==> src/rtl/sbm_pkg.sv <==
package sbm_pkg;

  typedef enum logic [1:0] {
    K_READ  = 2'd0,
    K_WRITE = 2'd1,
    K_IACK  = 2'd2
  } xfer_kind_e;

  typedef enum logic [1:0] {
    S_IDLE,
    S_SETUP,
    S_STROBE,
    S_RECOVER
  } seq_state_e;

endpackage

==> src/rtl/sbm_sync.sv <==
module sbm_sync #(
  parameter int   STAGES  = 2,
  parameter logic RST_VAL = 1'b1
) (
  input  logic clk,
  input  logic rst,
  input  logic d,
  output logic q
);

  generate
    if (STAGES == 0) begin : g_pass
      assign q = d;
    end else begin : g_chain
      logic [STAGES-1:0] sr;
      always_ff @(posedge clk) begin
        if (rst) begin
          sr <= {STAGES{RST_VAL}};
        end else begin
          sr[0] <= d;
          for (int i = 1; i < STAGES; i++) begin
            sr[i] <= sr[i-1];
          end
        end
      end
      assign q = sr[STAGES-1];
    end
  endgenerate

endmodule

==> src/rtl/sbm_beat_plan.sv <==
module sbm_beat_plan
  import sbm_pkg::*;
#(
  parameter int ADDR_W = 24
) (
  input  xfer_kind_e        kind,
  input  logic              word,
  input  logic [ADDR_W-1:0] addr,
  input  logic [15:0]       wdata,
  input  logic [2:0]        level,
  input  logic              wide,
  input  logic              beat,
  output logic [ADDR_W-1:0] b_addr,
  output logic              b_rw,
  output logic              b_uds_n,
  output logic              b_lds_n,
  output logic [15:0]       b_dout,
  output logic              two_beats,
  output logic              cap_full,
  output logic              cap_hi_lane,
  output logic              cap_to_hi
);

  localparam int HI_W = ADDR_W - 4;

  always_comb begin
    b_addr      = addr;
    b_rw        = (kind != K_WRITE);
    b_uds_n     = 1'b1;
    b_lds_n     = 1'b1;
    b_dout      = {wdata[7:0], wdata[7:0]};
    two_beats   = 1'b0;
    cap_full    = 1'b0;
    cap_hi_lane = 1'b0;
    cap_to_hi   = 1'b0;
    if (kind == K_IACK) begin
      b_addr  = {{HI_W{1'b1}}, level, 1'b1};
      b_lds_n = 1'b0;
    end else if (wide) begin
      if (word) begin
        b_addr   = {addr[ADDR_W-1:1], 1'b0};
        b_uds_n  = 1'b0;
        b_lds_n  = 1'b0;
        b_dout   = wdata;
        cap_full = 1'b1;
      end else begin
        b_uds_n     = addr[0];
        b_lds_n     = ~addr[0];
        cap_hi_lane = ~addr[0];
      end
    end else begin
      b_lds_n = 1'b0;
      if (word) begin
        two_beats = 1'b1;
        b_addr    = {addr[ADDR_W-1:1], beat};
        b_dout    = beat ? {wdata[7:0], wdata[7:0]} : {wdata[15:8], wdata[15:8]};
        cap_to_hi = ~beat;
      end
    end
  end

endmodule

==> src/rtl/sbm_cycle_fsm.sv <==
module sbm_cycle_fsm
  import sbm_pkg::*;
#(
  parameter int ADDR_W = 24
) (
  input  logic              clk,
  input  logic              rst,
  input  logic              wide,
  input  logic              hold,
  input  logic              ack,
  input  logic              req_valid,
  output logic              req_ready,
  input  logic [1:0]        req_kind,
  input  logic              req_word,
  input  logic [ADDR_W-1:0] req_addr,
  input  logic [15:0]       req_wdata,
  input  logic [2:0]        req_level,
  input  logic [15:0]       din,
  output logic [ADDR_W-1:0] addr,
  output logic              rw,
  output logic              as_n,
  output logic              uds_n,
  output logic              lds_n,
  output logic [15:0]       dout,
  output logic              dout_oe,
  output logic              rsp_valid,
  output logic [15:0]       rsp_rdata,
  output logic              idle
);

  seq_state_e        state;
  xfer_kind_e        kind_q;
  logic              word_q;
  logic [ADDR_W-1:0] addr_q;
  logic [15:0]       wdata_q;
  logic [2:0]        level_q;
  logic              beat_q;
  logic [15:0]       rdata_q;

  // planner inputs: live request while idle, latched request otherwise
  logic              take;
  xfer_kind_e        p_kind;
  logic              p_word;
  logic [ADDR_W-1:0] p_in_addr;
  logic [15:0]       p_wdata;
  logic [2:0]        p_level;
  logic              p_beat;

  logic [ADDR_W-1:0] p_addr;
  logic              p_rw, p_uds_n, p_lds_n, p_two, p_full, p_hi_lane, p_to_hi;
  logic [15:0]       p_dout;
  logic [7:0]        lane_byte;

  assign take      = (state == S_IDLE);
  assign p_kind    = take ? xfer_kind_e'(req_kind) : kind_q;
  assign p_word    = take ? req_word  : word_q;
  assign p_in_addr = take ? req_addr  : addr_q;
  assign p_wdata   = take ? req_wdata : wdata_q;
  assign p_level   = take ? req_level : level_q;
  assign p_beat    = (state == S_RECOVER) ? 1'b1 : (take ? 1'b0 : beat_q);

  sbm_beat_plan #(.ADDR_W(ADDR_W)) u_plan (
    .kind        (p_kind),
    .word        (p_word),
    .addr        (p_in_addr),
    .wdata       (p_wdata),
    .level       (p_level),
    .wide        (wide),
    .beat        (p_beat),
    .b_addr      (p_addr),
    .b_rw        (p_rw),
    .b_uds_n     (p_uds_n),
    .b_lds_n     (p_lds_n),
    .b_dout      (p_dout),
    .two_beats   (p_two),
    .cap_full    (p_full),
    .cap_hi_lane (p_hi_lane),
    .cap_to_hi   (p_to_hi)
  );

  assign idle      = (state == S_IDLE);
  assign req_ready = idle && !hold;
  assign lane_byte = p_hi_lane ? din[15:8] : din[7:0];
  assign rsp_rdata = rdata_q;

  always_ff @(posedge clk) begin
    if (rst) begin
      state     <= S_IDLE;
      kind_q    <= K_READ;
      word_q    <= 1'b0;
      addr_q    <= '0;
      wdata_q   <= '0;
      level_q   <= '0;
      beat_q    <= 1'b0;
      rdata_q   <= '0;
      addr      <= '0;
      rw        <= 1'b1;
      as_n      <= 1'b1;
      uds_n     <= 1'b1;
      lds_n     <= 1'b1;
      dout      <= '0;
      dout_oe   <= 1'b0;
      rsp_valid <= 1'b0;
    end else begin
      rsp_valid <= 1'b0;
      unique case (state)
        S_IDLE: begin
          if (req_valid && req_ready) begin
            kind_q  <= p_kind;
            word_q  <= req_word;
            addr_q  <= req_addr;
            wdata_q <= req_wdata;
            level_q <= req_level;
            beat_q  <= 1'b0;
            rdata_q <= '0;
            addr    <= p_addr;
            rw      <= p_rw;
            dout    <= p_dout;
            dout_oe <= (p_kind == K_WRITE);
            state   <= S_SETUP;
          end
        end
        S_SETUP: begin
          as_n  <= 1'b0;
          uds_n <= p_uds_n;
          lds_n <= p_lds_n;
          state <= S_STROBE;
        end
        S_STROBE: begin
          if (ack) begin
            as_n  <= 1'b1;
            uds_n <= 1'b1;
            lds_n <= 1'b1;
            if (rw) begin
              if (p_full)       rdata_q        <= din;
              else if (p_to_hi) rdata_q[15:8]  <= lane_byte;
              else              rdata_q[7:0]   <= lane_byte;
            end
            state <= S_RECOVER;
          end
        end
        S_RECOVER: begin
          if (!ack) begin
            if (p_two && !beat_q) begin
              beat_q <= 1'b1;
              addr   <= p_addr;
              dout   <= p_dout;
              state  <= S_SETUP;
            end else begin
              rsp_valid <= 1'b1;
              dout_oe   <= 1'b0;
              state     <= S_IDLE;
            end
          end
        end
        default: state <= S_IDLE;
      endcase
    end
  end

  p_setup_before_as_r2: assert property (@(posedge clk) disable iff (rst)
    $fell(as_n) |-> ($stable(addr) && $stable(rw)));

  p_addr_held_r2: assert property (@(posedge clk) disable iff (rst)
    (!as_n && $past(!as_n)) |-> $stable(addr));

  p_wdata_ready_r2: assert property (@(posedge clk) disable iff (rst)
    (!as_n && !rw) |-> dout_oe);

  p_strobe_with_as_r4: assert property (@(posedge clk) disable iff (rst)
    (!uds_n || !lds_n) |-> !as_n);

  p_narrow_lower_only_r5: assert property (@(posedge clk) disable iff (rst)
    !wide |-> uds_n);

  p_iack_address_r6: assert property (@(posedge clk) disable iff (rst)
    (!as_n && kind_q == K_IACK) |-> ((&addr[ADDR_W-1:4]) && addr[0] && rw));

  p_wait_for_ack_r7: assert property (@(posedge clk) disable iff (rst)
    (!as_n && !ack) |=> !as_n);

  p_ack_released_r8: assert property (@(posedge clk) disable iff (rst)
    $fell(as_n) |-> !$past(ack));

  p_single_pulse_r11: assert property (@(posedge clk) disable iff (rst)
    rsp_valid |=> !rsp_valid);

endmodule

==> src/rtl/sbm_arbiter.sv <==
module sbm_arbiter (
  input  logic clk,
  input  logic rst,
  input  logic br,
  input  logic idle,
  output logic granted
);

  always_ff @(posedge clk) begin
    if (rst) granted <= 1'b0;
    else     granted <= br && (granted || idle);
  end

  p_grant_between_cycles_r10: assert property (@(posedge clk) disable iff (rst)
    $rose(granted) |-> $past(idle));

  p_release_on_drop_r10: assert property (@(posedge clk) disable iff (rst)
    (granted && !br) |=> !granted);

endmodule

==> src/rtl/strobe_bus_master.sv <==
module strobe_bus_master
  import sbm_pkg::*;
#(
  parameter int ADDR_W      = 24,
  parameter int SYNC_STAGES = 2
) (
  input  logic              clk,
  input  logic              rst,
  input  logic              mode_wide,
  input  logic              req_valid,
  output logic              req_ready,
  input  logic [1:0]        req_kind,
  input  logic              req_word,
  input  logic [ADDR_W-1:0] req_addr,
  input  logic [15:0]       req_wdata,
  input  logic [2:0]        req_level,
  output logic              rsp_valid,
  output logic [15:0]       rsp_rdata,
  output logic [ADDR_W-1:0] bus_addr,
  output logic              bus_addr_oe,
  output logic              bus_rw,
  output logic              bus_as_n,
  output logic              bus_uds_n,
  output logic              bus_lds_n,
  output logic              bus_ctl_oe,
  output logic [15:0]       bus_dout,
  output logic              bus_dout_oe,
  input  logic [15:0]       bus_din,
  input  logic              bus_dtack_n,
  input  logic              bus_br_n,
  output logic              bus_bg_n
);

  logic mode_q;
  logic dtack_s_n, br_s_n;
  logic ack, br, granted, idle, oe_fsm;

  always_ff @(posedge clk) begin
    if (rst) mode_q <= mode_wide;
  end

  sbm_sync #(.STAGES(SYNC_STAGES), .RST_VAL(1'b1)) u_sync_ack (
    .clk (clk), .rst (rst), .d (bus_dtack_n), .q (dtack_s_n)
  );

  sbm_sync #(.STAGES(SYNC_STAGES), .RST_VAL(1'b1)) u_sync_br (
    .clk (clk), .rst (rst), .d (bus_br_n), .q (br_s_n)
  );

  assign ack = !dtack_s_n;
  assign br  = !br_s_n;

  sbm_arbiter u_arb (
    .clk     (clk),
    .rst     (rst),
    .br      (br),
    .idle    (idle),
    .granted (granted)
  );

  sbm_cycle_fsm #(.ADDR_W(ADDR_W)) u_fsm (
    .clk       (clk),
    .rst       (rst),
    .wide      (mode_q),
    .hold      (granted || br),
    .ack       (ack),
    .req_valid (req_valid),
    .req_ready (req_ready),
    .req_kind  (req_kind),
    .req_word  (req_word),
    .req_addr  (req_addr),
    .req_wdata (req_wdata),
    .req_level (req_level),
    .din       (bus_din),
    .addr      (bus_addr),
    .rw        (bus_rw),
    .as_n      (bus_as_n),
    .uds_n     (bus_uds_n),
    .lds_n     (bus_lds_n),
    .dout      (bus_dout),
    .dout_oe   (oe_fsm),
    .rsp_valid (rsp_valid),
    .rsp_rdata (rsp_rdata),
    .idle      (idle)
  );

  assign bus_addr_oe = !granted;
  assign bus_ctl_oe  = !granted;
  assign bus_dout_oe = oe_fsm && !granted;
  assign bus_bg_n    = !granted;

  p_granted_quiet_r10: assert property (@(posedge clk) disable iff (rst)
    !bus_bg_n |-> (bus_as_n && bus_uds_n && bus_lds_n && !req_ready));

endmodule

==> config.mk <==
export PLATFORM = sky130hd
export DESIGN_NAME = strobe_bus_master
export DESIGN_NICKNAME = d
export VERILOG_FILES = /design/src/rtl/sbm_pkg.sv /design/src/rtl/sbm_sync.sv /design/src/rtl/sbm_beat_plan.sv /design/src/rtl/sbm_cycle_fsm.sv /design/src/rtl/sbm_arbiter.sv /design/src/rtl/strobe_bus_master.sv
export SDC_FILE = /design/constraint.sdc
export NUM_CORES = 1
export LEC_CHECK = 0
export BUFFER_PORTS_ARGS = -buffer_cell sky130_fd_sc_hd__buf_2
export CAP_MARGIN = 25
export CORE_ASPECT_RATIO = 0.7
export CORE_MARGIN = 1.5
export CORE_UTILIZATION = 53
export CTS_CLUSTER_SIZE = 16
export DETAILED_ROUTE_END_ITERATION = 7
export HOLD_SLACK_MARGIN = 0.03
export MAX_ROUTING_LAYER = met4
export PLACE_DENSITY = 0.8
export SLEW_MARGIN = 10
export SYNTH_ARGS = -nofsm -noshare
export SYNTH_HDL_FRONTEND = slang
export SYNTH_SLANG_ARGS = --single-unit
==> constraint.sdc <==
create_clock -name clk -period 2.84 [get_ports clk]
set_clock_uncertainty 0.15 [all_clocks]
set_input_delay 0.426 -clock clk [delete_from_list [all_inputs] [get_ports clk]]
set_output_delay 0.426 -clock clk [all_outputs]
set_load 0.1 [all_outputs]
==> run_results.csv <==
group,metric,value,unit
run_status,status,"finished, final reports clean",
sta,period_needed,2.707,ns
synthesis,synth_area,5374,µm²
clock_network,cts_sinks,117,
detailed_routing,wire_per_inst,16.45,µm
grt,grt_overflow,0,
cells_and_area,n_fill_cell,797,
sta,hold_viol,0,
power,leakagePower,2.994,nW
cells_and_area,area_growth,24.40,%
clock_network,clock_latency,0.41,ns
power,vdd_drop_max,0.9182,mV
cells_and_area,fin_util,68.50,%
place,portBuffers,133,
detailed_routing,drt-initial-drc-count,344,
grt,grt_pass1_wl,22.46,mm
sta,setup_violations,0,
floorplanning,dieArea,10760,µm²
detailed_routing,drc,0,
sta,rsz0062_at_grt,"false",
clock_network,cts.reportedPaths.clkPinSlew,0.05,ns
setup_path,timing.critical_path.arrival,2.13,ns
setup_path,cp_max_fo,16,
setup_path,criticalPathCategory,"flop to primary output",
synthesis,seq_area_frac_synth,43.77,%
synthesis,syn_area_per_cell,8.752,µm²
detailed_routing,avgViaCountPerCell,5.696,
synthesis,synth_cell_types,50,
synthesis,synth_edf_count,1,
setup_path,required,2.26,ns
floorplanning,die_h,87.25,µm
power,pwr_density_cell,1404,nW/µm²
clock_network,clockBufferDepth,2,
clock_network,h-tree-depth,4,
detailed_routing,first_pass_iters,5,
synthesis,async_reset_ff_share,0,%
sta,worst_hold_slack,0.04166,ns
synthesis,synth_warnings,0,
setup_path,cp-start-kind,"flop",
cells_and_area,layout.cells.non_filler,874,
clock_network,cts.hold.buffers_added,0,
synthesis,yosys.area.top_type,"dfxtp_1",
grt,grt_pass1_vias,4614,
cells_and_area,layout_common_cells,"131 x buf_2, 116 x dfxtp_1, 108 x nand2_1",
detailed_routing,routed-via-count,4978,
floorplanning,start_util,55.06,%
clock_network,post_cts_resized,0,
clock_network,cts_tree,"done",
clock_network,cts-root-buf,"clkbuf_16",
detailed_routing,wl,14.37,mm
floorplanning,ios,134,
cells_and_area,fin_nets,804,
synthesis,synthFlopType,"dfxtp_1",
sta,tns,0,ns
synthesis,yosysTopAreaCellShare,43.21,%
synthesis,synth-seq-cells,117,
grt,grt_max_degree,68,
detailed_routing,antenna_left,0,
sta,slew_headroom,52.58,%
sta,max_freq,0.3694,GHz
place,dp_cells,841,
synthesis,synthCells,614,
cells_and_area,layout-drive-gt1-share,27.79,%
grt,grt.total_usage,27.94,%
cells_and_area,final_common_cell,"buf_2",
place,globalplace.congestion,0.8703,
place,place_hpwl,9.673,mm
clock_network,cts_buffers,17,
clock_network,post_cts_buffers,0,
synthesis,synth_area_leaders,"dfxtp_1 43%, mux2i_1 11%, nand2_1 7.5%",
floorplanning,die-width,123.4,µm
synthesis,synth_nets,686,
min_path,hold_class,"input pin to flop",
floorplanning,fp-row-count,30,
sta,drv_slew,0,
grt,grt_antenna_before_repair,1,
power,power,9.388,mW
sta,worst_slew_pin_slew,0.7113,ns
setup_path,crit_path_end_kind,"primary output",
floorplanning,core,9759,µm²
flow_run,drv_cap,0,
sta,min_period_over_period,95.32,%
per-layer routing:
layer	wire [µm]	vias up	track usage [%]	part of all wire, %
met5	0	-	-	0
met4	225	0	12.23	1.6
met3	1014	22	5.759	7.1
met2	6627	189	43.43	46
met1	6506	2344	35.39	45
li1	-	2423	-	-
layout make-up:
| type | instances | area, µm² | area share, % |
|---|---|---|---|
| diodes | 1 | 2.502 | 0.03743 |
| well taps | 128 | 160.2 | 2.396 |
| flip-flops and latches | 117 | 2352 | 35.19 |
| repair buffers | 147 | 788.3 | 11.79 |
| multi-input cells | 441 | 2745 | 41.06 |
| inverters | 8 | 30.03 | 0.4492 |
| clock inverters | 8 | 95.09 | 1.422 |
| clock buffers | 24 | 511.7 | 7.655 |
critical path, cell delays in order (launching register included):
cell and delay, ns:
dfxtp_1 0.33, inv_1 0.13, ha_2 0.36, buf_4 0.33, and3_2 0.24, clkbuf_4 0.32
final timing paths:
check                                         startpoint                        to  slack, ns  cells past startpoint
worst max-delay path                      u_fsm.state[0]                 req_ready       0.13                      5
worst min-delay path                         bus_dtack_n  u_sync_ack.g_chain.sr[0]       0.04                      2
worst max register to register            u_fsm.state[0]            u_fsm.dout[14]       0.20                      8
worst min register to register  u_sync_ack.g_chain.sr[0]  u_sync_ack.g_chain.sr[1]       0.25                      1
power breakdown:
part           switching (mW)  total [mW]  leakage (nW)  internal [mW]
Sequential              0.227        2.27         0.961           2.05
Combinational            3.73        4.95          1.74           1.22
Clock                   0.737        2.16         0.298           1.42
logic make-up after synthesis:
kind of cell,after synthesis,synth area share (%)
buffers and inverters,56,5.285
multiplexers,60,11.18
flip-flops,117,43.77
AND/OR/NAND/NOR,244,20.98
adder cells (fa/ha/maj),4,0.9314
AO/OA/AOI/OAI,133,17.86
sequential cells by signal (all words and copies together) (netlist names), 2 cells and up:
| signal | cells |
|---|---|
| u_fsm.level_q | 3 |
| u_fsm.kind_q | 2 |
| u_fsm.wdata_q | 16 |
| u_fsm.state | 2 |
| u_fsm.dout | 16 |
| u_sync_ack.g_chain.sr | 2 |
| u_fsm.addr | 24 |
| u_fsm.rsp_rdata | 16 |
| u_sync_br.g_chain.sr | 2 |
| u_fsm.addr_q | 24 |
per-stage QoR:
step	instance area (µm²)	setup WS [ns]
after global placement	6073	0.3213
after global routing	6685	0.03902
after detailed placement	6073	0.2637
after floorplan	5375	0.2732
final	6685	0.1330
after CTS	6680	0.03484
synthesized netlist by cell type, drive strengths merged (3+ instances only):
master / count
a211oi: 11
a21oi: 62
a311oi: 20
and3: 11
buf: 27
clkbuf: 21
dfxtp: 116
ha: 4
inv: 8
mux2i: 60
nand2: 109
nand2b: 4
nand3: 6
nand3b: 5
nor2: 50
nor2b: 4
nor3: 38
o21ai: 3
o21bai: 3
o2bb2ai: 16
o32ai: 8
or2: 8
Note: power is estimated with default switching activity, not from simulation.
